`config.mk`:
```
export PLATFORM = sky130hd
export DESIGN_NAME = casc_counter
export DESIGN_NICKNAME = d
export VERILOG_FILES = /design/src/rtl/cnt_pkg.sv /design/src/rtl/cnt_mode_dec.sv /design/src/rtl/cnt_stage.sv /design/src/rtl/casc_counter.sv
export SDC_FILE = /design/constraint.sdc
export NUM_CORES = 1
export LEC_CHECK = 0
export BUFFER_PORTS_ARGS = -buffer_cell sky130_fd_sc_hd__buf_2
export CORE_AREA = 2 2 39 41
export DETAILED_ROUTE_END_ITERATION = 6
export DIE_AREA = 0 0 41 43
export GPL_ROUTABILITY_DRIVEN = 0
export PLACE_DENSITY = 0.74
export SLEW_MARGIN = 15
export SYNTH_ARGS = -nofsm -noshare
export SYNTH_HDL_FRONTEND = slang
export SYNTH_SLANG_ARGS = --single-unit
```
`constraint.sdc`:
```
create_clock -name clk -period 1.8 [get_ports clk]
set_input_delay 0.27 -clock clk [delete_from_list [all_inputs] [get_ports clk]]
set_output_delay 0.27 -clock clk [all_outputs]
set_load 0.03 [all_outputs]
```
`src/rtl/cnt_pkg.sv`:
```
package cnt_pkg;
  localparam int STAGE_W = 4;

  typedef enum logic [1:0] {
    OP_HOLD  = 2'd0,
    OP_COUNT = 2'd1,
    OP_LOAD  = 2'd2
  } cnt_op_e;
endpackage

```
`src/rtl/cnt_mode_dec.sv`:
```
module cnt_mode_dec
  import cnt_pkg::*;
(
  input  logic    load_n,
  input  logic    enp,
  input  logic    ent,
  output cnt_op_e op
);
  // load wins over counting; counting needs both enables
  always_comb begin
    if (!load_n)          op = OP_LOAD;
    else if (enp && ent)  op = OP_COUNT;
    else                  op = OP_HOLD;
  end
endmodule

```
`src/rtl/cnt_stage.sv`:
```
module cnt_stage
  import cnt_pkg::*;
#(
  parameter int W = STAGE_W
) (
  input  logic         clk,
  input  logic         clear_n,
  input  cnt_op_e      op,
  input  logic         ent,
  input  logic [W-1:0] data,
  output logic [W-1:0] q,
  output logic         rco
);
  localparam logic [W-1:0] ONE = W'(1);

  logic [W-1:0] q_r;
  logic [W-1:0] q_nxt;
  logic         q_en;

  // next-state process
  always_comb begin
    q_en  = 1'b1;
    q_nxt = q_r;
    unique case (op)
      OP_LOAD:  q_nxt = data;
      OP_COUNT: q_nxt = q_r + ONE;
      default:  q_en  = 1'b0;
    endcase
  end

  // state register, asynchronous clear
  always_ff @(posedge clk or negedge clear_n) begin
    if (!clear_n)  q_r <= '0;
    else if (q_en) q_r <= q_nxt;
  end

  assign q   = q_r;
  assign rco = (&q_r) & ent;
endmodule

```
`src/rtl/casc_counter.sv`:
```
module casc_counter
  import cnt_pkg::*;
#(
  parameter int STAGES = 2,
  localparam int WIDTH = STAGES * STAGE_W
) (
  input  logic             clk,
  input  logic             clear_n,
  input  logic             load_n,
  input  logic             enp,
  input  logic             ent,
  input  logic [WIDTH-1:0] data,
  output logic [WIDTH-1:0] q,
  output logic             rco
);
  logic [STAGES:0] ent_chain;

  assign ent_chain[0] = ent;

  for (genvar i = 0; i < STAGES; i++) begin : g_stage
    cnt_op_e op_i;

    cnt_mode_dec dec_i (
      .load_n (load_n),
      .enp    (enp),
      .ent    (ent_chain[i]),
      .op     (op_i)
    );

    cnt_stage #(.W(STAGE_W)) stg_i (
      .clk     (clk),
      .clear_n (clear_n),
      .op      (op_i),
      .ent     (ent_chain[i]),
      .data    (data[i*STAGE_W +: STAGE_W]),
      .q       (q[i*STAGE_W +: STAGE_W]),
      .rco     (ent_chain[i+1])
    );
  end

  assign rco = ent_chain[STAGES];
endmodule

```
==> impl_metrics.json <==
{
  "p_leak_uw": 0.0002672,
  "drive_gt1_share_pct": 35.62,
  "vias": 465,
  "yosysUniqueCellTypes": 19,
  "final.setup_skew_ps": 5.442,
  "hold_class": "input pin to register",
  "reg2reg_to": "g_stage[1].stg_i.q[3]",
  "whs_path_depth": 3,
  "ys_seq_area_share_pct": 44.32,
  "die_y_um": 43,
  "syn-num-nets": 66,
  "antenna_found_initial": 0,
  "clock_path_buffers": 2,
  "die_area_um2": 1763,
  "max_freq_mhz": 620.7,
  "ant_nets": 0,
  "final-instance-count-excl-fill": 89,
  "wl_per_cell_um": 12.01,
  "finalSetupViolations": 0,
  "io_buffer_count": 21,
  "required_ps": 1530,
  "h-tree-depth": 1,
  "seqCellArea_um2": 200.2,
  "multi_input_area_um2": 239.0,
  "path_clk_slew_ps": 60,
  "drv_slew": 0,
  "rr_startpoint": "g_stage[0].stg_i.q[0]",
  "path_max_fanout": 4,
  "place_hpwl_um": 797.1,
  "diodes": 0,
  "worst-slew-pin-transition_ps": 295.2,
  "finalSetupTns_ps": 0,
  "dr.pass1.iters": 4,
  "die_w_um": 41,
  "slowest_stage": "dfrtp_1",
  "syn_avg_cell_area_um2": 8.857,
  "gr-total-overflow": 0,
  "power.density_nw_per_um2": 856.9,
  "reg2reg_slack_ps": 280,
  "critPathKind": "register to output port",
  "critPathCapture": "rco",
  "yosysWarnings": 0,
  "synth_top_area_share_pct": 44.32,
  "synthCells": 51,
  "grt_pass1_vias": 414,
  "rows": 14,
  "io-pin-count": 22,
  "async_reset_ff_share_pct": 100.0,
  "worstPathCellList": "ha_1 -> nand4_1 -> nor2_1 -> buf_2",
  "syn_to_final_growth_pct": 32.13,
  "dpl.cell_count": 85,
  "layout.nets": 90,
  "crit_path_start_kind": "register",
  "cts_sinks": 8,
  "synth_common_cells": "nor2_1, dfrtp_1, nand3_1",
  "yosysMostFrequentCell": "nor2_1",
  "post-route-period-util_pct": 89.50,
  "synthesis.area_um2": 451.7,
  "max_cap_violations": 0,
  "start_util_pct": 32.64,
  "hold_viol": 0,
  "cp.arrival_ps": 1340,
  "worst_path_largest_cell_delay_ps": 400,
  "total_power_uw": 511.4,
  "final.min_clock_period_ps": 1611,
  "largest_register_ffs": 8,
  "cts_tree": "done",
  "startpoint": "g_stage[0].stg_i.q[0]",
  "drt-total-wl_um": 1069,
  "synthFlopType": "dfrtp_1",
  "synth_top_area_cell": "dfrtp_1",
  "root_buffer": "clkbuf_4",
  "ctsResizeCount": 0,
  "rr_worst_depth": 4,
  "clk-insertion-delay-late_ps": 260,
  "cts_buffers": 3,
  "core_um2": 1384,
  "cts_setup_buffers": 0,
  "synth_edf_count": 0,
  "critPathCaptureType": "output port",
  "status": "finished, final reports clean",
  "drt_iter0_markers": 7,
  "synth_area_leaders": "dfrtp_1, nor2_1, a31oi_1",
  "synth-seq-cells": 8,
  "max_slew_margin_pct": 80.27,
  "grt_start_max_net_pins": 17,
  "grtUsageTotal_pct": 14.56,
  "drc_errors": 0,
  "ir_drop_mv": 0.2680,
  "grt_pass1_wl_um": 1697,
  "avgViaCountPerCell": 5.225,
  "rsz0062_at_grt": "no",
  "fill_cells": 151
}
[kinds of logic after synthesis]
group / after synthesis / synth area share, %
and+or+nand+nor: 21 / 23.55
AOI/OAI and AO/OA: 14 / 17.73
DFF: 8 / 44.32
buffers and inverters: 3 / 2.770
xor gates and xnor gates: 2 / 3.879
adders and majority gates: 2 / 5.539
muxes: 1 / 2.216
[worst min-delay path by stage]
| stage | start | end | slack [ps] |
|---|---|---|---|
| after detailed placement | clear_n | g_stage[0].stg_i.q[3] | 130 |
| after CTS | data[5] | g_stage[1].stg_i.q[1] | 250 |
| after floorplan | clear_n | g_stage[0].stg_i.q[0] | -30 |
| final | data[5] | g_stage[1].stg_i.q[1] | 250 |
| after global placement | clear_n | g_stage[0].stg_i.q[3] | 120 |
| after global routing | data[2] | g_stage[0].stg_i.q[2] | 250 |
[cells in the final DEF, fill, tap and decap left out, drive strengths merged]
master	n
mux2i	1
or3	3
o21a	1
nand2	1
dfrtp	8
a31oi	4
ha	2
buf	21
o21ai	4
or4	1
dlygate4sd3	1
xor2	2
clkbuf	3
o31ai	1
nand4	1
nand3	6
a21oi	4
nor2	9
[through the flow]
| step | util, % | hold slack, ps | setup WS, ps | area (um^2) |
|---|---|---|---|---|
| CTS | 43.13 | 254.4 | 186.2 | 596.8 |
| global route | 43.13 | 249.6 | 57.73 | 596.8 |
| detailed placement | 40.78 | 125.1 | 283.7 | 564.3 |
| finish | 43.13 | 248.8 | 189.0 | 596.8 |
| floorplan | - | -25.59 | 151.3 | 451.7 |
| global placement | 40.78 | 122.3 | 341.7 | 564.3 |
[timing repair]
action	4_1_cts	5_1_grt
hold buffers	1	0
endpoints found under the setup margin	0	0
hold endpoints to repair	8	0
[layout make-up]
| class | instances | share of cell area, % |
|---|---|---|
| sequential | 8 | 33.54 |
| multi-input combinational | 40 | 40.04 |
| timing repair buffer | 22 | 19.29 |
| tap | 16 | 3.354 |
| clock buffer | 3 | 3.774 |
[per-layer routing]
layer / GRT usage, % / share of wire (%) / vias up
li1: - / - / 234
met1: 16.12 / 43 / 211
met2: 22.19 / 48 / 18
met3: 4.712 / 6.9 / 2
met4: 10.00 / 1.9 / 0
met5: 0 / 0 / -
[where the power goes]
group | switching (uW) | internal, uW
combinational | 90.6 | 51.3
sequential | 23.7 | 199
clock | 69.6 | 76.9
total | 184 | 327
[critical path: cells and delay by family, from the launching register on]
kind	cells	cell delay, ps
buffers and inverters	1	200
adder cells (fa/ha/maj)	1	220
flip-flops	1	400
AND/OR/NAND/NOR	2	260
Note: power is estimated with default switching activity, not from simulation.
